**src/rtl/usec_tb_pkg.sv**
```systemverilog
package usec_tb_pkg;
    localparam int RATIO_W = 8;
    localparam int CFG_W   = 2 * RATIO_W;

    localparam int OFF_CNT  = 0;
    localparam int OFF_CFG  = 4;
    localparam int OFF_CTRL = 8;

    typedef struct packed {
        logic [RATIO_W-1:0] a;   // steps per window, minus one
        logic [RATIO_W-1:0] b;   // cycles per window, minus one
    } ratio_t;

    localparam ratio_t RATIO_RST = '{a: 8'h00, b: 8'h0C};
endpackage

```
**src/rtl/usec_regif.sv**
```systemverilog
module usec_regif
    import usec_tb_pkg::*;
#(
    parameter int ADDR_W = 4,
    parameter int DATA_W = 32,
    parameter int CNT_W  = 32
) (
    input  logic              clk,
    input  logic              rst_n,
    input  logic              wr_en,
    input  logic [ADDR_W-1:0] wr_addr,
    input  logic [DATA_W-1:0] wr_data,
    input  logic              rd_en,
    input  logic [ADDR_W-1:0] rd_addr,
    output logic [DATA_W-1:0] rd_data,
    input  logic [CNT_W-1:0]  cnt,
    output ratio_t            ratio,
    output logic              run,
    output logic              cfg_wr
);
    typedef struct packed {
        ratio_t            cfg;
        logic              run;
        logic [DATA_W-1:0] rdata;
    } regs_t;

    regs_t st_d, st_q;

    logic [RATIO_W-1:0] new_a, new_b;
    logic               hit_cfg, hit_ctrl;

    always_comb begin
        st_d     = st_q;
        new_b    = wr_data[RATIO_W-1:0];
        new_a    = wr_data[2*RATIO_W-1:RATIO_W];
        hit_cfg  = wr_en && (wr_addr == ADDR_W'(OFF_CFG));
        hit_ctrl = wr_en && (wr_addr == ADDR_W'(OFF_CTRL));
        if (hit_cfg) begin
            st_d.cfg.b = new_b;
            st_d.cfg.a = (new_a > new_b) ? new_b : new_a;
        end
        if (hit_ctrl && wr_data[0]) begin
            st_d.run = 1'b1;
        end
        if (rd_en) begin
            if (rd_addr == ADDR_W'(OFF_CNT)) begin
                st_d.rdata = DATA_W'(cnt);
            end else if (rd_addr == ADDR_W'(OFF_CFG)) begin
                st_d.rdata = DATA_W'(st_q.cfg);
            end else if (rd_addr == ADDR_W'(OFF_CTRL)) begin
                st_d.rdata = DATA_W'(st_q.run);
            end else begin
                st_d.rdata = '0;
            end
        end
    end

    always_ff @(posedge clk) begin
        if (!rst_n) begin
            st_q.cfg   <= RATIO_RST;
            st_q.run   <= 1'b0;
            st_q.rdata <= '0;
        end else begin
            st_q <= st_d;
        end
    end

    assign rd_data = st_q.rdata;
    assign ratio   = st_q.cfg;
    assign run     = st_q.run;
    assign cfg_wr  = hit_cfg;

    p_sticky_run_r2: assert property (@(posedge clk) disable iff (!rst_n)
        st_q.run |=> st_q.run);
    p_clamp_r6: assert property (@(posedge clk) disable iff (!rst_n)
        st_q.cfg.a <= st_q.cfg.b);
    p_rd_hold_r8: assert property (@(posedge clk) disable iff (!rst_n)
        !rd_en |=> $stable(rd_data));
endmodule

```
**src/rtl/usec_prescaler.sv**
```systemverilog
module usec_prescaler
    import usec_tb_pkg::*;
(
    input  logic   clk,
    input  logic   rst_n,
    input  logic   run,
    input  logic   clear,
    input  ratio_t ratio,
    output logic   tick
);
    localparam int ACC_W = RATIO_W + 1;
    localparam int SUM_W = RATIO_W + 2;

    typedef struct packed {
        logic [ACC_W-1:0] acc;
    } pre_t;

    pre_t st_d, st_q;

    logic [SUM_W-1:0] sum, den;

    always_comb begin
        st_d = st_q;
        sum  = SUM_W'(st_q.acc) + SUM_W'(ratio.a) + SUM_W'(1);
        den  = SUM_W'(ratio.b) + SUM_W'(1);
        tick = 1'b0;
        if (clear) begin
            st_d.acc = '0;
        end else if (run) begin
            if (sum >= den) begin
                tick     = 1'b1;
                st_d.acc = ACC_W'(sum - den);
            end else begin
                st_d.acc = ACC_W'(sum);
            end
        end
    end

    always_ff @(posedge clk) begin
        if (!rst_n) begin
            st_q.acc <= '0;
        end else begin
            st_q <= st_d;
        end
    end

    p_residue_r4: assert property (@(posedge clk) disable iff (!rst_n)
        SUM_W'(st_q.acc) < den);
    p_clear_r5: assert property (@(posedge clk) disable iff (!rst_n)
        clear |=> (st_q.acc == '0));
    p_tick_gated_r2: assert property (@(posedge clk) disable iff (!rst_n)
        tick |-> (run && !clear));
endmodule

```
**src/rtl/usec_counter.sv**
```systemverilog
module usec_counter #(
    parameter int CNT_W = 32
) (
    input  logic             clk,
    input  logic             rst_n,
    input  logic             tick,
    output logic [CNT_W-1:0] cnt
);
    typedef struct packed {
        logic [CNT_W-1:0] cnt;
    } cnt_t;

    cnt_t st_d, st_q;

    always_comb begin
        st_d = st_q;
        if (tick) begin
            st_d.cnt = st_q.cnt + CNT_W'(1);   // wraps modulo 2^CNT_W
        end
    end

    always_ff @(posedge clk) begin
        if (!rst_n) begin
            st_q.cnt <= '0;
        end else begin
            st_q <= st_d;
        end
    end

    assign cnt = st_q.cnt;

    p_unit_step_r4: assert property (@(posedge clk) disable iff (!rst_n)
        !$stable(cnt) |-> (cnt == $past(cnt) + CNT_W'(1)));
endmodule

```
**src/rtl/usec_timebase.sv**
```systemverilog
module usec_timebase
    import usec_tb_pkg::*;
#(
    parameter int ADDR_W = 4,
    parameter int DATA_W = 32,
    parameter int CNT_W  = 32
) (
    input  logic              clk,
    input  logic              rst_n,
    input  logic              wr_en,
    input  logic [ADDR_W-1:0] wr_addr,
    input  logic [DATA_W-1:0] wr_data,
    input  logic              rd_en,
    input  logic [ADDR_W-1:0] rd_addr,
    output logic [DATA_W-1:0] rd_data
);
    ratio_t           ratio;
    logic             run, cfg_wr, tick;
    logic [CNT_W-1:0] cnt;

    usec_regif #(.ADDR_W(ADDR_W), .DATA_W(DATA_W), .CNT_W(CNT_W)) u_regif (
        .clk(clk), .rst_n(rst_n),
        .wr_en(wr_en), .wr_addr(wr_addr), .wr_data(wr_data),
        .rd_en(rd_en), .rd_addr(rd_addr), .rd_data(rd_data),
        .cnt(cnt), .ratio(ratio), .run(run), .cfg_wr(cfg_wr)
    );

    usec_prescaler u_pre (
        .clk(clk), .rst_n(rst_n), .run(run), .clear(cfg_wr),
        .ratio(ratio), .tick(tick)
    );

    usec_counter #(.CNT_W(CNT_W)) u_cnt (
        .clk(clk), .rst_n(rst_n), .tick(tick), .cnt(cnt)
    );

    p_frozen_r2: assert property (@(posedge clk) disable iff (!rst_n)
        !run |=> $stable(cnt));
    p_write_keeps_r5: assert property (@(posedge clk) disable iff (!rst_n)
        cfg_wr |=> $stable(cnt));
endmodule

```
**config.mk**
```make
export PLATFORM = sky130hd
export DESIGN_NAME = usec_timebase
export DESIGN_NICKNAME = d
export VERILOG_FILES = /design/src/rtl/usec_tb_pkg.sv /design/src/rtl/usec_regif.sv /design/src/rtl/usec_prescaler.sv /design/src/rtl/usec_counter.sv /design/src/rtl/usec_timebase.sv
export SDC_FILE = /design/constraint.sdc
export NUM_CORES = 1
export LEC_CHECK = 0
export ABC_AREA = 1
export BUFFER_PORTS_ARGS = -buffer_cell sky130_fd_sc_hd__buf_2
export CORE_MARGIN = 3
export CORE_UTILIZATION = 59
export DETAILED_ROUTE_END_ITERATION = 8
export GPL_ROUTABILITY_DRIVEN = 0
export PLACE_DENSITY = 0.82
export RECOVER_POWER = 50
export SYNTH_ARGS = -nofsm -noshare
export SYNTH_HDL_FRONTEND = slang
export SYNTH_SLANG_ARGS = --single-unit
```
**constraint.sdc**
```tcl
create_clock -name clk -period 3.9 [get_ports clk]
set_input_delay 0.78 -clock clk [delete_from_list [all_inputs] [get_ports clk]]
set_output_delay 0.78 -clock clk [all_outputs]
set_load 0.02 [all_outputs]
```
==> results of run 1 <==
routing by layer:
layer | global-route usage | share of wire | vias to the layer above
met3 | 0.05003 | 0.079 | 44
met5 | 0 | 0 | -
met1 | 0.3702 | 0.46 | 2468
met2 | 0.4024 | 0.43 | 250
li1 | - | - | 2731
met4 | 0.08341 | 0.025 | 0
logic make-up (layout without fill, tap and decap cells):
| group | after synthesis | in the layout | share of synthesized area |
|---|---|---|---|
| adders and majority gates | 30 | 30 | 0.06783 |
| DFF | 90 | 90 | 0.3130 |
| xor gates and xnor gates | 45 | 45 | 0.06848 |
| and+or+nand+nor | 383 | 383 | 0.2972 |
| buffers and inverters | 136 | 185 | 0.1015 |
| AOI/OAI and AO/OA | 136 | 136 | 0.1520 |
critical path: cells and delay by family, from the launching register on:
kind | cells | cell delay [ns]
compound gates | 2 | 0.23
fa+ha+maj | 3 | 0.97
buf+inv | 5 | 0.47
flops | 1 | 0.33
simple gates | 10 | 1.26
layout make-up:
class	instances	share of cell area
Clock inverter	7	0.01169
Tap cell	129	0.02600
Clock buffer	9	0.01996
Inverter	108	0.06652
Multi-Input combinational cell	594	0.5428
Sequential cell	90	0.2903
Timing Repair Buffer	61	0.04273
cell usage after synthesis, drive strengths merged, types with 2 or more instances:
cell type  instances
o21ai             39
fa                 2
xor2              31
o211ai             2
clkbuf            19
nor2              69
inv              107
a21oi             70
nand3             40
o221ai            13
ha                28
a22oi              2
buf                9
dfxtp             90
nand3b             3
nand2            236
nor3              16
nand4             17
xnor2             14
o22ai              6
per-stage QoR:
step                cell area [um2]  total power [uW]  setup WS [ns]  std cells
detailed placement             6056              1177         0.5484        982
floorplan                      5756              1116          1.119        820
CTS                            6252              1791         0.5390        998
finish                         6207              1783         0.4817        998
global route                   6207              1857         0.2217        998
global placement               6056              1167         0.6455        982
flip-flops by register name, indices dropped and copies added (netlist names):
register,count
u_cnt.cnt,32
u_regif.rd_data,32
u_regif.ratio,16
u_pre.st_q,9
u_regif.run,1
how the worst min path moves through the flow:
stage                        start                   to  cells past startpoint
3_3_place_gp         u_pre.st_q[0]        u_pre.st_q[0]                      2
2_1_floorplan        u_pre.st_q[0]        u_pre.st_q[0]                      2
4_1_cts              u_pre.st_q[6]        u_pre.st_q[6]                      2
5_1_grt              u_pre.st_q[6]        u_pre.st_q[6]                      2
3_5_place_dp   u_regif.rd_data[10]  u_regif.rd_data[10]                      2
6_report             u_pre.st_q[6]        u_pre.st_q[6]                      2
where the power goes:
part,internal (uW),switching (uW)
clock network,250,376
logic,65.3,141
registers,938,12.0
total,1250,529
==> flow_summary.json, run 1 <==
{
  "ys_ff_latch": 90,
  "synth_cell_type_count": 41,
  "clk_latency_ns": 0.37,
  "final_common_cell": "nand2_1",
  "ys_seq_area_frac": 0.3130,
  "initial_core_util": 0.6142,
  "powerDensity_nw_per_um2": 287.3,
  "min_period_over_period": 0.8765,
  "mostFrequentLayoutCells": "203 x nand2_1, 105 x inv_1, 90 x dfxtp_1, 69 x nor2_1, 40 x a21oi_1",
  "utilization": 0.6624,
  "r2r-start": "u_regif.ratio[8]",
  "cp_data_required_time_ns": 4.14,
  "drcViolationCount": 0,
  "cp_cell_sequence": "inv_1, ha_1, fa_1, inv_1, nand2_1, nand3_1, nand2_1, nand2_1, inv_1, ha_1, nand2_1, inv_1, a21oi_2, nand3_2, nand2_4, nand3_4, nand2_8, inv_8, nand2_1, a21oi_1",
  "drt_wl_total_um": 14200,
  "cp.arrival_ns": 3.66,
  "rr_worst_depth": 20,
  "seq_area_um2": 1802,
  "cts.path.max_buffers": 2,
  "skew_ns": 0.01215,
  "cts_buffers": 9,
  "grt_max_degree": 65,
  "ios": 76,
  "firstDrtPassIters": 5,
  "syn_to_final_growth_pct": 7.848,
  "synthesis.area_um2": 5756,
  "synth-edff-count": 0,
  "outcome": "finished, final reports clean",
  "io_buffers": 59,
  "routed-via-count": 5493,
  "synth_top_area_frac": 0.3130,
  "finalSetupViolCount": 0,
  "dieArea_um2": 10980,
  "post_cts_resized": 0,
  "die_x_um": 104.8,
  "holdWs_ns": 0.4783,
  "endpoint": "u_cnt.cnt[24]",
  "dp_hpwl_um": 10790,
  "multi_input_area_um2": 3369,
  "cts_tree": "done",
  "cap_violations": 0,
  "ys_top_cells_by_area": "dfxtp_1 31%, nand2_1 13%, inv_1 6.8%",
  "fillers": 881,
  "rows": 35,
  "tightest_slew_ns": 1.333,
  "max_slew_margin": 0.1111,
  "cp_max_fo": 33,
  "n_antenna_cell": 0,
  "die_h_um": 104.8,
  "vias_per_cell": 5.504,
  "drive_above_1_share": 0.1335,
  "peakVddDrop_v": 0.0002905,
  "synth_nets": 894,
  "cts_setup_buffers": 0,
  "cts_root_buffer": "clkbuf_8",
  "core_um2": 9371,
  "crit_type": "register to register",
  "wl_per_cell_um": 14.23,
  "htree_levels": 3,
  "antenna_found_initial": 0,
  "synth_ff_type": "dfxtp_1",
  "cts.sinks": 90,
  "async_reset_ff_frac": 0,
  "ant_nets": 0,
  "hold_violations": 0,
  "fin_tns_setup_ns": 0,
  "fin_nets": 938,
  "yosys_warnings": 0,
  "grt_use_total": 0.2617,
  "fmax_mhz": 292.5,
  "netlist_instances": 820,
  "grt_pass1_vias": 5218,
  "drtIter0Drc": 447,
  "slew_viol_final": 0,
  "cp-start-kind": "register",
  "slowest_delay_ns": 0.42,
  "path_clk_slew_ns": 0.10,
  "hp-class": "register to register",
  "crit_start": "u_regif.ratio[8]",
  "period_needed_ns": 3.418,
  "ctsHoldBuffers": 0,
  "avgSynthCellArea_um2": 7.019,
  "cpMaxStageDelayCell": "fa_1",
  "critPathCaptureType": "register",
  "p_leak_uw": 0.002617,
  "rsz0062_at_grt": "no",
  "crit_top_cell": "nand2_1",
  "r2r_slack_ns": 0.48,
  "r2r-end": "u_cnt.cnt[24]",
  "grt_overflow": 0,
  "grt_pass1_wl_um": 24040,
  "yosysTopAreaCell": "dfxtp_1"
}
No activity file was read; power rests on OpenSTA's default activity.
==> inputs of run 2 (changes only) <==
--- a/config.mk
+++ b/config.mk
@@ -7,8 +7,10 @@
 export LEC_CHECK = 0
 export ABC_AREA = 1
 export BUFFER_PORTS_ARGS = -buffer_cell sky130_fd_sc_hd__buf_2
+export CELL_PAD_IN_SITES_DETAIL_PLACEMENT = 0
+export CELL_PAD_IN_SITES_GLOBAL_PLACEMENT = 2
 export CORE_MARGIN = 3
-export CORE_UTILIZATION = 59
+export CORE_UTILIZATION = 33
 export DETAILED_ROUTE_END_ITERATION = 8
 export GPL_ROUTABILITY_DRIVEN = 0
 export PLACE_DENSITY = 0.82
==> run 2 against run 1 <==
  * Count of clock-buffer cells in the layout is 1 higher
  * Sequential cell count stayed put
  * Critical path type unchanged
  * Worst hold slack worse by 0.0081 ns
  * Total power is 12% higher
  * Sequential share of layout area is 1.0 points lower
  * Critical endpoint unchanged
  * Global-route usage is 8.9 points lower
  * Clock power is 34% higher
  * Combinational power hardly changed
  * Critical path depth stayed put
==> flow_summary.json, run 2 (synthesis results as in run 1) <==
{
  "drive_above_1_share": 0.1375,
  "totalPowerFinal_uw": 1997,
  "design_area_um2": 6434,
  "holdPathStages": 2,
  "ant_nets": 0,
  "cap_violations": 0,
  "ios": 76,
  "top_usage_layer": "met1",
  "p_clk_frac": 0.420,
  "r2r-end": "u_cnt.cnt[24]",
  "powerDensity_nw_per_um2": 310.4,
  "rr_worst_depth": 20,
  "skew_ns": 0.007416,
  "io_buffers": 59,
  "cp_data_required_time_ns": 4.11,
  "slew_viol_final": 0,
  "dp_hpwl_um": 12450,
  "tightest_slew_ns": 1.260,
  "stdcell_count": 1093,
  "cts.path.max_buffers": 2,
  "cts_buffers": 9,
  "dieArea_um2": 19060,
  "finalSetupViolCount": 0,
  "max_slew_margin": 0.1601,
  "grt_pass1_vias": 5039,
  "grt_overflow": 0,
  "dp.cells": 1077,
  "core_um2": 16820,
  "p_sw_uw": 553.9,
  "cp.arrival_ns": 3.57,
  "p_leak_uw": 0.002668,
  "fillers": 1901,
  "cp_max_fo": 33,
  "wl_per_cell_um": 14.77,
  "grt_max_degree": 38,
  "firstDrtPassIters": 5,
  "grt_use_total": 0.1725,
  "sequentialPowerShare": 0.476,
  "clk_latency_ns": 0.35,
  "post_dp_cell_area_um2": 6200,
  "internal_power_uw": 1443,
  "path_clk_slew_ns": 0.07,
  "hold_violations": 0,
  "pwr-share-comb": 0.104,
  "cts_tree": "done",
  "grtUsageMet2": 0.2485,
  "syn_to_final_growth_pct": 11.78,
  "critPathCaptureType": "register",
  "switching_share": 0.2774,
  "die_h_um": 138.1,
  "r2r-start": "u_regif.ratio[8]",
  "n_antenna_cell": 0,
  "rsz0062_at_grt": "no",
  "cp-start-kind": "register",
  "grt_util_met3": 0.03211,
  "ctsHoldBuffers": 0,
  "antenna_found_initial": 0,
  "post_cts_resized": 0,
  "outcome": "finished, final reports clean",
  "crit_type": "register to register",
  "vias_per_cell": 4.707,
  "grtUsageMet1": 0.2670,
  "drcViolationCount": 0,
  "drt_wl_total_um": 16140,
  "hp-class": "register to register",
  "peakVddDrop_v": 0.0001925,
  "fin_nets": 942,
  "min_period_over_period": 0.8612,
  "hold_start": "u_pre.st_q[0]",
  "mostFrequentLayoutCells": "203 x nand2_1, 105 x inv_1, 90 x dfxtp_1, 69 x nor2_1, 40 x a21oi_1",
  "cts.sinks": 90,
  "period_needed_ns": 3.359,
  "fin_tns_setup_ns": 0,
  "cts_root_buffer": "clkbuf_16",
  "drtIter0Drc": 312,
  "grt_pass1_wl_um": 26820,
  "routed-via-count": 5145,
  "fmax_mhz": 297.7,
  "initial_core_util": 0.3422,
  "final_common_cell": "nand2_1",
  "min_to": "u_pre.st_q[0]",
  "r2r_slack_ns": 0.54,
  "cts_setup_buffers": 0,
  "htree_levels": 3,
  "rows": 47,
  "die_x_um": 138.1
}
[run 2: cell types whose count changed in the layout (fill, tap and decap cells not counted)]
cell        previous run  this run
clkbuf_16              0         9
clkbuf_8               9         0
buf_4                  1         5
clkinvlp_4             1         3
inv_8                  3         1
buf_2                 26        27
clkinv_4               2         1
clkinv_8               1         0
inv_6                  1         2
[run 2: through the flow]
step / util / hold WS, ns / worst slack [ns]
floorplan: - / 0.4453 / 1.119
global placement: 0.3686 / 0.4590 / 0.5208
detailed placement: 0.3686 / 0.4572 / 0.5299
CTS: 0.3851 / 0.4686 / 0.4838
global route: 0.3825 / 0.5063 / 0.2067
finish: 0.3825 / 0.4702 / 0.5414
[run 2: metal layers]
metal / routed length [um] / up-vias
met4: 127 / 0
met1: 8978 / 2306
met5: 0 / -
li1: - / 2749
met3: 508 / 10
met2: 6529 / 80
[run 2: power groups by stage]
| stage | Combinational (uW) | Clock, uW | Sequential [uW] |
|---|---|---|---|
| 2_1_floorplan | 128 | 0 | 988 |
| 3_3_place_gp | 212 | 0 | 971 |
| 3_5_place_dp | 213 | 0 | 971 |
| 4_1_cts | 214 | 864 | 950 |
| 5_1_grt | 238 | 900 | 952 |
| 6_report | 207 | 839 | 951 |
[run 2: how the worst max path moves through the flow]
stage	from	endpoint	slack [ns]	cells after the start
6_report	u_regif.ratio[8]	u_cnt.cnt[24]	0.54	20
5_1_grt	u_regif.ratio[8]	u_cnt.cnt[29]	0.21	20
4_1_cts	u_regif.ratio[8]	u_cnt.cnt[24]	0.48	18
3_5_place_dp	u_regif.ratio[8]	u_cnt.cnt[29]	0.53	18
3_3_place_gp	u_regif.ratio[8]	u_cnt.cnt[24]	0.52	20
2_1_floorplan	u_regif.ratio[8]	u_cnt.cnt[13]	1.12	20
[run 2: layout make-up]
cell class	count	area (um2)	share of cell area
sequential	90	1802	0.2800
tap	220	275.3	0.04278
clock buffer	10	229.0	0.03559
timing repair buffer	65	296.5	0.04609
inverter	108	412.9	0.06418
multi-input combinational	594	3369	0.5237
clock inverter	6	48.80	0.007585
[run 2: critical path, stage by stage (launching register included)]
cell and delay, ns:
dfxtp_1 0.31, inv_1 0.09, ha_1 0.23, fa_1 0.42
inv_1 0.10, nand2_1 0.07, nand3_1 0.07, nand2_1 0.05
nand2_1 0.12, inv_1 0.06, ha_1 0.32, nand2_1 0.09
inv_1 0.05, a21oi_2 0.17, nand3_2 0.12, nand2_4 0.14
nand3_4 0.19, nand2_8 0.26, inv_8 0.16, nand2_1 0.11
a21oi_1 0.06
==> inputs of run 3 (changes only) <==
--- a/config.mk
+++ b/config.mk
@@ -10,10 +10,10 @@
 export CELL_PAD_IN_SITES_DETAIL_PLACEMENT = 0
 export CELL_PAD_IN_SITES_GLOBAL_PLACEMENT = 2
 export CORE_MARGIN = 3
-export CORE_UTILIZATION = 33
+export CORE_UTILIZATION = 30
 export DETAILED_ROUTE_END_ITERATION = 8
 export GPL_ROUTABILITY_DRIVEN = 0
-export PLACE_DENSITY = 0.82
+export PLACE_DENSITY = 0.79
 export RECOVER_POWER = 50
 export SYNTH_ARGS = -nofsm -noshare
 export SYNTH_HDL_FRONTEND = slang
==> constraint.sdc (replaced) <==
create_clock -name clk -period 2.8 [get_ports clk]
set_input_delay 0.56 -clock clk [delete_from_list [all_inputs] [get_ports clk]]
set_output_delay 0.56 -clock clk [all_outputs]
set_load 0.02 [all_outputs]
==> run 3 against run 2 <==
  * The run now ends with setup timing left
  * Global-route usage is 0.23 points lower
  * Fmax rose by 19%
  * Critical path depth fell by 5
  * Sequential share of layout area fell by 3.5 points
  * Worst hold slack is essentially flat
  * Critical path type unchanged
  * Critical endpoint is now u_cnt.cnt[21]
  * Highest routed layer unchanged
==> flow_summary.json, run 3 (synthesis results as in run 1) <==
{
  "outcome": "finished with violations",
  "violations": "setup timing",
  "routed-via-count": 5472,
  "ctsHoldBuffers": 0,
  "dieArea_um2": 20880,
  "dp_slack_ns": -0.1746,
  "p_leak_uw": 0.003016,
  "cp_max_fo": 7,
  "stdcell_count": 1158,
  "grt_use_total": 0.1702,
  "slowest_delay_ns": 0.39,
  "tightest_slew_ns": 0.8346,
  "peakVddDrop_v": 0.0002594,
  "clk_latency_ns": 0.35,
  "fin_nets": 994,
  "crit_type": "register to register",
  "final_common_cell": "nand2_1",
  "rsz0062_at_grt": "yes",
  "fmax_mhz": 355.5,
  "cts_root_buffer": "clkbuf_16",
  "cp_cell_sequence": "inv_2, ha_4, fa_2, xnor2_1, ha_1, nand3_1, nand2_1, nand2_2, nand3_2, nand2_4, nand3_4, nand2_8, clkbuf_16, nand2_1, a21oi_2",
  "die_x_um": 144.5,
  "drcViolationCount": 0,
  "cts.path.max_buffers": 2,
  "fillers": 2037,
  "firstDrtPassIters": 4,
  "drive_above_1_share": 0.2738,
  "mostFrequentLayoutCells": "171 x nand2_1, 95 x inv_1, 84 x dfxtp_1, 67 x nor2_1, 58 x nand2_2",
  "n_antenna_cell": 0,
  "htree_levels": 3,
  "dp.cells": 1128,
  "grt_pass1_wl_um": 27770,
  "powerDensity_nw_per_um2": 396.5,
  "utilization": 0.3945,
  "ant_nets": 0,
  "io_buffers": 59,
  "drtIter0Drc": 287,
  "cts_buffers": 9,
  "vias_per_cell": 4.725,
  "hp-class": "register to register",
  "grt_overflow": 0,
  "p_clk_frac": 0.429,
  "cp.arrival_ns": 3.09,
  "ios": 76,
  "wl_per_cell_um": 15.29,
  "antenna_found_initial": 0,
  "drt_wl_total_um": 17700,
  "internal_power_uw": 2155,
  "cpMaxStageDelayCell": "fa_2",
  "min_period_over_period": 1.005,
  "fin_tns_setup_ns": -0.04786,
  "period_needed_ns": 2.813,
  "rows": 50,
  "totalPowerFinal_uw": 2936,
  "cts_tree": "done",
  "dp_hpwl_um": 13210,
  "sequentialPowerShare": 0.451,
  "core_um2": 18770,
  "switching_share": 0.2659,
  "p_sw_uw": 780.5,
  "hold_violations": 0,
  "cp_data_required_time_ns": 3.08,
  "fin_ws_ns": -0.01317,
  "cts.sinks": 90,
  "critPathCaptureType": "register",
  "finalSetupViolCount": 6,
  "cap_violations": 0,
  "skew_ns": 0.008497,
  "grt_pass1_vias": 5151,
  "syn_to_final_growth_pct": 28.65,
  "pwr-share-comb": 0.120,
  "max_slew_margin": 0.4436,
  "crit_top_cell": "nand2_1",
  "cp-start-kind": "register",
  "die_h_um": 144.5,
  "grt_max_degree": 33,
  "initial_core_util": 0.3067,
  "path_clk_slew_ns": 0.07,
  "slew_viol_final": 0
}
run 3: cell types whose count changed in the layout (fill, tap and decap cells not counted), moves of 5 or more:
cell / delta
buf_4: +42
nand2_1: -32
nand2_2: +27
ha_1: -14
ha_4: +14
inv_1: -10
inv_2: +9
a21oi_1: -6
dfxtp_1: -6
nand3_1: -6
a21oi_2: +5
buf_6: +5
nand2_4: +5
nand3_2: +5
run 3: repair_timing:
action,in CTS,in global routing
buffers inserted,8,6
pin swaps,34,29
cloned,1,2
hold endpoints to repair,0,0
setup endpoints to repair,41,41
resized for setup,63,51
run 3: power groups by stage:
stage               sequential, uW  clock (uW)  combinational, uW
floorplan                     1380           0                178
global placement              1350           0                323
detailed placement            1350           0                323
CTS                           1320        1280                345
global route                  1330        1330                396
finish                        1320        1260                353
run 3: layout make-up:
| cell class | instances | area (um2) | area share |
|---|---|---|---|
| multi-input combinational | 594 | 3804 | 0.5137 |
| sequential | 90 | 1814 | 0.2450 |
| timing repair buffer | 116 | 753.2 | 0.1017 |
| inverter | 108 | 434.2 | 0.05863 |
| tap | 234 | 292.8 | 0.03954 |
| clock buffer | 11 | 242.7 | 0.03278 |
| clock inverter | 4 | 52.55 | 0.007097 |
| timing repair inverter | 1 | 11.26 | 0.001521 |
run 3: worst paths after layout:
check	end	from	slack, ns	cells after the start
worst min register to register	u_pre.st_q[7]	u_pre.st_q[7]	0.47	2
worst min-delay path	u_pre.st_q[7]	u_pre.st_q[7]	0.47	2
worst max register to register	u_cnt.cnt[21]	u_pre.st_q[0]	-0.01	15
worst max-delay path	u_cnt.cnt[21]	u_pre.st_q[0]	-0.01	15
run 3: stage by stage:
step / instance area, um2 / hold WS, ns
floorplan: 5756 / 0.4453
global placement: 6520 / 0.4615
detailed placement: 6520 / 0.4616
CTS: 7178 / 0.4709
global route: 7405 / 0.4964
finish: 7405 / 0.4702
run 3: critical path: cells and delay by family, from the launching register on:
family	cells	cell delay, ns
AO/OA/AOI/OAI	1	0.12
XOR/XNOR	1	0.28
adder cells (fa/ha/maj)	3	0.87
buffers and inverters	2	0.24
flip-flops	1	0.33
AND/OR/NAND/NOR	8	0.89
run 3: metal layers:
layer	vias up	wire length, um	global-route usage
met5	-	0	0
met4	0	174	0.04026
met3	15	517	0.02381
met2	81	7450	0.2438
met1	2528	9559	0.2666
li1	2848	-	-
